===== src/rtl/cfg_port_pkg.sv =====
package cfg_port_pkg;
   // Direction encoding follows the strobe level.
   typedef enum logic {
      XFER_WRITE = 1'b0,
      XFER_READ  = 1'b1
   } xfer_dir_e;

   localparam int unsigned MAX_DATA_W = 64;
endpackage


===== src/rtl/cfg_dir_guard.sv =====
module cfg_dir_guard
   import cfg_port_pkg::*;
(
   input  logic      clk,
   input  logic      rst_n,
   input  logic      cs_n,
   input  logic      wr_n,
   output xfer_dir_e dir,
   output logic      mismatch,
   output logic      abort_q,
   output logic      go
);
   xfer_dir_e dir_q;
   logic      armed_q;

   always_ff @(posedge clk or negedge rst_n) begin
      if (!rst_n) begin
         dir_q   <= XFER_READ;
         abort_q <= 1'b0;
         armed_q <= 1'b0;
      end else begin
         armed_q <= 1'b1;
         if (cs_n) begin
            dir_q   <= xfer_dir_e'(wr_n);
            abort_q <= 1'b0;
         end else if (mismatch) begin
            abort_q <= 1'b1;
         end
      end
   end

   always_comb begin
      dir      = dir_q;
      mismatch = !cs_n && (xfer_dir_e'(wr_n) != dir_q);
      go       = !cs_n && !abort_q && !mismatch;
   end


   abort_set_chk: assert property (@(posedge clk) disable iff (!rst_n)
      (armed_q && !cs_n && !$past(cs_n) && (wr_n != $past(wr_n))) |=> abort_q);

   abort_hold_chk: assert property (@(posedge clk) disable iff (!rst_n)
      (abort_q && !cs_n) |=> abort_q);

   abort_clear_chk: assert property (@(posedge clk) disable iff (!rst_n)
      cs_n |=> !abort_q);

   dir_fixed_chk: assert property (@(posedge clk) disable iff (!rst_n)
      !cs_n |=> $stable(dir_q));
endmodule


===== src/rtl/cfg_wr_path.sv =====
module cfg_wr_path #(
   parameter int unsigned DATA_W = 8
) (
   input  logic              go,
   input  logic              dir_is_write,
   input  logic [DATA_W-1:0] din,
   input  logic              sink_ready,
   output logic              sink_valid,
   output logic [DATA_W-1:0] sink_data,
   output logic              stall
);
   always_comb begin
      sink_valid = go && dir_is_write;
      sink_data  = din;
      stall      = !sink_ready;
   end
endmodule


===== src/rtl/cfg_rd_path.sv =====
module cfg_rd_path #(
   parameter int unsigned       DATA_W     = 8,
   parameter logic [DATA_W-1:0] DOUT_RESET = '0
) (
   input  logic              clk,
   input  logic              rst_n,
   input  logic              go,
   input  logic              dir_is_read,
   input  logic              src_valid,
   input  logic [DATA_W-1:0] src_data,
   output logic              src_ready,
   output logic [DATA_W-1:0] dout,
   output logic              stall
);
   logic [DATA_W-1:0] dout_q;

   always_comb begin
      src_ready = go && dir_is_read && src_valid;
      stall     = !src_valid;
      dout      = dout_q;
   end

   always_ff @(posedge clk or negedge rst_n) begin
      if (!rst_n)         dout_q <= DOUT_RESET;
      else if (src_ready) dout_q <= src_data;
   end


   rd_load_chk: assert property (@(posedge clk) disable iff (!rst_n)
      src_ready |=> (dout_q == $past(src_data)));

   rd_hold_chk: assert property (@(posedge clk) disable iff (!rst_n)
      !src_ready |=> $stable(dout_q));
endmodule


===== src/rtl/cfg_byte_port.sv =====
module cfg_byte_port
   import cfg_port_pkg::*;
#(
   parameter int unsigned       DATA_W     = 8,
   parameter bit                RD_ENABLE  = 1'b1,
   parameter logic [DATA_W-1:0] DOUT_RESET = '0
) (
   input  logic              clk,
   input  logic              rst_n,
   input  logic              cs_n,
   input  logic              wr_n,
   input  logic [DATA_W-1:0] din,
   output logic              busy,
   output logic [DATA_W-1:0] dout,
   output logic              abort,
   output logic              sink_valid,
   output logic [DATA_W-1:0] sink_data,
   input  logic              sink_ready,
   input  logic              src_valid,
   input  logic [DATA_W-1:0] src_data,
   output logic              src_ready
);
   initial begin
      param_width_chk: assert (DATA_W >= 1 && DATA_W <= MAX_DATA_W)
         else $error("DATA_W out of range");
   end

   xfer_dir_e dir;
   logic      mismatch;
   logic      abort_q;
   logic      go;
   logic      wr_stall;
   logic      rd_stall;
   logic      dir_stall;

   cfg_dir_guard u_guard (
      .clk      (clk),
      .rst_n    (rst_n),
      .cs_n     (cs_n),
      .wr_n     (wr_n),
      .dir      (dir),
      .mismatch (mismatch),
      .abort_q  (abort_q),
      .go       (go)
   );

   cfg_wr_path #(.DATA_W(DATA_W)) u_wr (
      .go           (go),
      .dir_is_write (dir == XFER_WRITE),
      .din          (din),
      .sink_ready   (sink_ready),
      .sink_valid   (sink_valid),
      .sink_data    (sink_data),
      .stall        (wr_stall)
   );

   generate
      if (RD_ENABLE) begin : g_rd
         cfg_rd_path #(.DATA_W(DATA_W), .DOUT_RESET(DOUT_RESET)) u_rd (
            .clk         (clk),
            .rst_n       (rst_n),
            .go          (go),
            .dir_is_read (dir == XFER_READ),
            .src_valid   (src_valid),
            .src_data    (src_data),
            .src_ready   (src_ready),
            .dout        (dout),
            .stall       (rd_stall)
         );
      end else begin : g_no_rd
         logic unused_rd;
         always_comb begin
            src_ready = 1'b0;
            dout      = DOUT_RESET;
            rd_stall  = 1'b1;
            unused_rd = src_valid ^ (^src_data);
         end
      end
   endgenerate

   always_comb begin
      dir_stall = (dir == XFER_READ) ? rd_stall : wr_stall;
      busy      = !cs_n && (abort_q || mismatch || dir_stall);
      abort     = abort_q;
   end


   idle_quiet_chk: assert property (@(posedge clk) disable iff (!rst_n)
      cs_n |-> (!sink_valid && !src_ready && !busy));

   wr_busy_chk: assert property (@(posedge clk) disable iff (!rst_n)
      (!cs_n && !wr_n && !sink_ready) |-> busy);

   abort_block_chk: assert property (@(posedge clk) disable iff (!rst_n)
      abort |-> (!sink_valid && !src_ready));

   handshake_chk: assert property (@(posedge clk) disable iff (!rst_n)
      (sink_valid && sink_ready) |-> !busy);
endmodule


===== config.mk =====
export PLATFORM = sky130hd
export DESIGN_NAME = cfg_byte_port
export DESIGN_NICKNAME = d
export VERILOG_FILES = /design/src/rtl/cfg_port_pkg.sv /design/src/rtl/cfg_dir_guard.sv /design/src/rtl/cfg_wr_path.sv /design/src/rtl/cfg_rd_path.sv /design/src/rtl/cfg_byte_port.sv
export SDC_FILE = /design/constraint.sdc
export NUM_CORES = 1
export LEC_CHECK = 0
export BUFFER_PORTS_ARGS = -buffer_cell sky130_fd_sc_hd__buf_2
export CAP_MARGIN = 20
export CORE_MARGIN = 2
export CORE_UTILIZATION = 36
export DETAILED_ROUTE_END_ITERATION = 6
export MAX_ROUTING_LAYER = met4
export PLACE_DENSITY = 0.76
export SLEW_MARGIN = 20
export SYNTH_ARGS = -nofsm -noshare
export SYNTH_HDL_FRONTEND = slang
export SYNTH_HIERARCHICAL = 1
export SYNTH_SLANG_ARGS = --single-unit

===== constraint.sdc =====
create_clock -name clk -period 2 [get_ports clk]
set_input_delay 0.4 -clock clk [delete_from_list [all_inputs] [get_ports clk]]
set_output_delay 0.4 -clock clk [all_outputs]
set_load 0.02 [all_outputs]

==> results of run 1 <==
## layer usage
| metal | global-route usage | share of wire |
|---|---|---|
| met4 | 0.0903 | 0.020 |
| met1 | 0.122 | 0.37 |
| met5 | - | 0 |
| met3 | 0.0261 | 0.10 |
| met2 | 0.222 | 0.51 |
## sequential cells by signal, summed over array words and instances, names as in the netlist
register / cells
u_guard/dir: 1
g_rd.u_rd/dout: 8
u_guard/abort_q: 1
## layout make-up
type	instances	area, um^2	area share
clock buffers	4	36.3	0.0543
flip-flops and latches	10	251	0.376
multi-input cells	18	188	0.281
inverters	5	18.8	0.0281
well taps	15	18.8	0.0281
repair buffers	28	155	0.232
## power by group
group | switching, mW | leakage [nW] | internal (mW)
clock network | 0.0718 | 0.0210 | 0.111
logic | 0.156 | 0.219 | 0.125
registers | 0.0341 | 0.120 | 0.272
## worst max-delay path: cells and delay by family (launching register included)
kind	cells	cell delay [ps]
buf+inv	1	130
simple gates	2	440
xor+xnor	1	140
flops	1	560
## worst max path at each step
stage,endpoint,from,slack (ps),cells past startpoint
final,sink_valid,u_guard/dir,80,4
after global routing,src_ready,u_guard/dir,10,5
after floorplan,src_ready,u_guard/dir,280,4
after CTS,src_ready,u_guard/dir,40,5
after global placement,sink_valid,u_guard/dir,290,4
after detailed placement,src_ready,u_guard/dir,250,5
## placed cells by master (no fill, tap or decap)
cell,Yosys,final
a21oi_1,2,2
and2_1,1,1
buf_2,0,23
buf_4,8,4
clkbuf_4,0,3
clkbuf_8,0,1
dfrtp_1,9,9
dfstp_2,1,1
dlygate4sd3_1,0,1
inv_1,5,5
mux2_1,1,1
mux2_2,8,8
mux2i_1,1,1
nand3_4,1,1
nor2_1,2,2
nor3b_4,0,1
xnor2_2,0,1
## per-stage QoR
stage	total power, mW	util	area [um^2]	std cells
floorplan	0.501	-	504	41
global placement	0.572	0.458	596	74
detailed placement	0.579	0.458	596	74
CTS	0.780	0.504	656	80
global route	0.818	0.513	668	80
finish	0.769	0.513	668	80
## logic make-up (layout without fill, tap and decap cells)
| logic type | after synthesis | count (layout) | share of synthesized area |
|---|---|---|---|
| flops | 10 | 10 | 0.499 |
| mux | 10 | 10 | 0.221 |
| simple gates | 5 | 5 | 0.0869 |
| compound gates | 2 | 2 | 0.0199 |
| buf+inv | 13 | 37 | 0.156 |
| xor+xnor | 1 | 1 | 0.0174 |
## timing repair
item,in CTS,in global routing
gates resized for setup,1,3
endpoints found under the hold margin,9,0
endpoints found under the setup margin,2,2
setup buffers,1,0
hold buffers,1,0
==> results by group, run 1 <==
Status
  • Outcome: complete, no violations

Detailed routing
  • Vias after detailed routing: between 300 and 400
  • Detailed-route DRC error count: 0
  • Routed Antenna Nets: 0
  • First-pass detailed-route iteration total: 2
  • Initial drt markers: 1
  • Post-Route WL: 940 um
  • Vias/cell: 4.44
  • DR WL/cell: around 12 um

Setup path
  • Critical-path top delay cell: dfstp_2
  • Internal reg-to-reg setup slack: 370 ps
  • RR Startpoint: u_guard/dir
  • Reg2reg path depth: 5
  • Critical Path End Type: output pin
  • Largest stage delay on the critical path: 560 ps
  • Crit Path Max Fanout: 3
  • Crit path DAT: 1520 ps
  • Startpoint Class: flip-flop
  • CP required: 1600 ps
  • Critical Path, Cell by Cell: xnor2_2 > nor3b_4 > and2_1 > buf_4
  • R2R Path End: g_rd.u_rd/dout[1]
  • Crit path kind: reg -> out

Pwr
  • Peak VDD IR: 0.546 mV
  • PwrDens: 1150 nW/um^2
  • Lkg Pwr: 0.360 nW

Die
  • Core Rows: 13
  • Chip height: roughly 41 um
  • Die width: roughly 41 um
  • Core region area: 1300 um^2
  • I/O pin count: 42
  • Die area: 1720 um^2
  • Initial Util: 0.388

Hold path
  • Worst min-delay path class: in -> reg
  • Min-delay src: src_data[5]
  • Worst Hold Depth: 2
  • Hold-critical path endpoint: g_rd.u_rd/dout[5]

Synthesis
  • Sequential share of the synthesized area: 0.499
  • Top cells by area, synth: dfrtp_1 (45%), mux2_2 (18%), buf_4 (12%), dfstp_2 (5.2%), inv_1 (3.7%)
  • Post-synth top cells: dfrtp_1 (9), buf_4 (8), mux2_2 (8)
  • Post-synth EDFFs: 0
  • Post-Syn Area: 504 um^2
  • Most common cell in the synthesized netlist: dfrtp_1
  • Top-area cell type share of the netlist area: 0.447
  • Post-synth top area cell: dfrtp_1
  • Cell variety after synth: 13
  • Net Count, Synth: 63
  • Async set or reset register ratio after synthesis: 1.00
  • Top FF cell, synth: dfrtp_1
  • Mean Syn Cell Area: 12.3 um^2
  • Cells after Synth: 41
  • #FFs+latches synth: 10
  • Synth warnings: 6

Timing
  • Worst hold margin: 360 ps
  • Fin crit share: 0.961
  • Max-slew headroom: 0.849
  • Pins Over Slew Limit: 0
  • Hold Fails Final Rpt: 0
  • Crit path time final: 1920 ps
  • Final WS setup: 77.2 ps
  • F_max: 520 MHz
  • RSZ-0062 raised after global routing: no
  • Fin Setup TNS: 0 ps
  • Clock Skew: 3.16 ps
  • # setup viols final: 0
  • Least-Margin Pin Slew: about 230 ps

Clock tree
  • Num CTS Buffers: 3
  • CTS Root Cell: clkbuf_4
  • H-tree Lvls: 1
  • Reg clk slew, reported paths: 70 ps
  • CTS tree: yes
  • Clock Tree Buf Depth: 2
  • Clock sink count: 10
  • Clk Latency, worst-skew pair: 260 ps

Placement
  • Gpl congestion: approximately 0.68
  • Dpl hpwl: 678 um
  • Port-buffer cells: 25
  • Dpl ws: 248 ps

GRT
  • GR Overflow Total: 0
  • First-pass GRT wire length: around 1.6 mm
  • Largest net degree at the start of global routing: 11
  • Initial antenna violation count: 0
  • Gr usage total: 0.127
  • Vias in the first global route: 382

Final layout
  • Layout fillers: 134
  • Final net count: 88
  • Diode count: 0
  • Area delta synth->final: 32.5%
  • Share of cells above drive strength 1: 0.662

Flow run
  • Max cap viols: 0
Note: power is estimated with default switching activity, not from simulation.
==> run 2, diff against run 1 <==
--- a/config.mk
+++ b/config.mk
@@ -7,12 +7,12 @@
 export LEC_CHECK = 0
 export BUFFER_PORTS_ARGS = -buffer_cell sky130_fd_sc_hd__buf_2
 export CAP_MARGIN = 20
-export CORE_MARGIN = 2
+export CORE_MARGIN = 5
 export CORE_UTILIZATION = 36
 export DETAILED_ROUTE_END_ITERATION = 6
 export MAX_ROUTING_LAYER = met4
 export PLACE_DENSITY = 0.76
-export SLEW_MARGIN = 20
+export SLEW_MARGIN = 5
 export SYNTH_ARGS = -nofsm -noshare
 export SYNTH_HDL_FRONTEND = slang
 export SYNTH_HIERARCHICAL = 1
==> constraint.sdc (replaced) <==
create_clock -name clk -period 2.1 [get_ports clk]
set_input_delay 0.42 -clock clk [delete_from_list [all_inputs] [get_ports clk]]
set_output_delay 0.42 -clock clk [all_outputs]
set_load 0.02 [all_outputs]
==> run 2 against run 1 <==
- total power down 5.9%
- clock skew down 2.4 ps
- cell count unchanged
- die area up 31%
- first-iteration DRC count up 100%
- highest routed layer unchanged
==> results by group, run 2 (synthesis results as in run 1) <==
Die
  • Initial Util: 0.383 (-0.00478)
  • Core Rows: 13 (unchanged)
  • Chip height: 47.4 um (+14%)
  • Die width: 47.4 um (+14%)
  • I/O pin count: 42 (unchanged)
  • Die area: 2250 um^2 (+31%)
  • Core region area: 1320 um^2 (+1.2%)

Final layout
  • Fin area: 656 um^2 (-1.9%)
  • Share of cells above drive strength 1: 0.646 (-0.0154)
  • Area delta synth->final: 30.0%
  • Final net count: 88 (unchanged)
  • FF/Latch Area: 251 um^2 (unchanged)
  • Diode count: 0 (unchanged)
  • Area of the multi-input gates: 180 um^2 (-4.0%)
  • Largest register FFs: 8 (unchanged)
  • Layout fillers: 131 (-2.2%)
  • Most common cell after layout, fill and taps aside: buf_2
  • Most frequent cells in the layout: buf_2 (25), dfrtp_1 (9), mux2_2 (8), inv_1 (5), clkbuf_4 (3)

Detailed routing
  • Initial drt markers: 2 (+1)
  • First-pass detailed-route iteration total: 2 (unchanged)
  • Post-Route WL: 966 um (+2.8%)
  • Routed Antenna Nets: 0 (unchanged)
  • Vias/cell: 4.51 (+1.7%)
  • Vias after detailed routing: 361 (+1.7%)
  • Detailed-route DRC error count: 0 (unchanged)
  • DR WL/cell: 12.1 um (+2.8%)

Timing
  • Clock Skew: 0.739 ps (-2.42 ps)
  • RSZ-0062 raised after global routing: no
  • Pins Over Slew Limit: 0 (unchanged)
  • Hold Fails Final Rpt: 0 (unchanged)
  • Crit path time final: 1990 ps
  • Final WS setup: 112 ps (+34.9 ps)
  • Fin crit share: 0.947
  • Least-Margin Pin Slew: 277 ps (+50.3 ps)
  • Max-slew headroom: 0.814 (-0.0349)
  • Worst hold margin: 387 ps (+26.7 ps)
  • F_max: 503 MHz
  • # setup viols final: 0 (unchanged)
  • Fin Setup TNS: 0 ps (unchanged)

Setup path
  • RR Startpoint: u_guard/dir
  • Critical Path End Type: output pin
  • CP required: 1680 ps (+80 ps)
  • Startpoint Class: flip-flop
  • Crit path DAT: 1570 ps (+50 ps)
  • Crit path kind: reg -> out
  • Setup crit start: u_guard/dir
  • Crit Path Max Fanout: 3 (unchanged)

Placement
  • Dpl ws: 307 ps (+59.4 ps)
  • Placed standard-cell area: 596 um^2 (unchanged)
  • Dpl hpwl: 748 um (+10%)
  • Gpl congestion: 0.702 (+3.4%)
  • Port-buffer cells: 25 (unchanged)

Pwr
  • Lkg Pwr: 0.354 nW (-1.6%)
  • Tot Pwr: 0.723 mW (-5.9%)
  • PwrDens: 1100 nW/um^2 (-4.2%)
  • Peak VDD IR: 0.453 mV (-17%)

GRT
  • Largest net degree at the start of global routing: 11 (unchanged)
  • Vias in the first global route: 372 (-2.6%)
  • Gr usage total: 0.105 (-0.0213)
  • GR Overflow Total: 0 (unchanged)
  • Initial antenna violation count: 0 (unchanged)
  • First-pass GRT wire length: 1.54 mm (-3.1%)

Clock tree
  • H-tree Lvls: 1 (unchanged)
  • Clock Tree Buf Depth: 2 (unchanged)
  • Reg clk slew, reported paths: 60 ps (about the same)
  • Clk Latency, worst-skew pair: 260 ps (about the same)
  • CTS Root Cell: clkbuf_4
  • Num CTS Buffers: 3 (unchanged)
  • Clock sink count: 10 (unchanged)
  • CTS tree: yes

Status
  • Outcome: complete, no violations

Hold path
  • Worst min-delay path class: in -> reg
  • Min-delay src: src_data[7]

Flow run
  • Max cap viols: 0 (unchanged)
## run 2: changes by cell type in the layout (fill, tap and decap cells not counted)
cell | previous run | this run
xnor2_2 | 1 | 0
buf_4 | 4 | 2
buf_2 | 23 | 25
xnor2_1 | 0 | 1
## run 2: power breakdown
part | total (mW) | internal [mW] | switching [mW]
clock | 0.168 | 0.105 | 0.0630
sequential | 0.290 | 0.259 | 0.0310
combinational | 0.265 | 0.116 | 0.149
total | 0.723 | 0.480 | 0.243
## run 2: timing repair
| item | 4_1_cts | 5_1_grt |
|---|---|---|
| setup buffers | 0 | 1 |
| setup endpoints to repair | 0 | 2 |
| gates resized for setup | 0 | 1 |
| hold endpoints to repair | 0 | 4 |
| hold buffers | 0 | 1 |
## run 2: critical path, stage by stage (launching register included)
cell     delay, ps
dfstp_2        540
xnor2_1        170
nor3b_4        290
and2_1         150
buf_2          150
## run 2: path summary, 6_finish.rpt
kind | slack (ps) | cells past startpoint | to
min reg2reg | 500 | 1 | g_rd.u_rd/dout[7]
max reg2reg | 440 | 5 | g_rd.u_rd/dout[1]
max | 110 | 4 | sink_valid
min | 390 | 2 | g_rd.u_rd/dout[7]
max in group asynchronous | 1310 | 2 | u_guard/dir
min in group asynchronous | 540 | 2 | g_rd.u_rd/dout[0]
## run 2: through the flow
step / utilization / std cells
2_1_floorplan: - / 41
3_3_place_gp: 0.452 / 74
3_5_place_dp: 0.452 / 74
4_1_cts: 0.480 / 78
5_1_grt: 0.498 / 80
6_report: 0.498 / 80
## run 2: layer usage
metal / wire (um) / vias to the layer above / GRT usage
li1: - / 175 / -
met5: 0 / - / -
met3: 106 / 2 / 0.0338
met2: 491 / 22 / 0.152
met1: 352 / 162 / 0.120
met4: 15 / 0 / 0.0773
## run 2: layout make-up
class,instances,share of cell area
clock buffers,4,0.0553
inverters,5,0.0286
multi-input cells,18,0.275
flip-flops and latches,10,0.384
well taps,15,0.0286
repair buffers,28,0.229
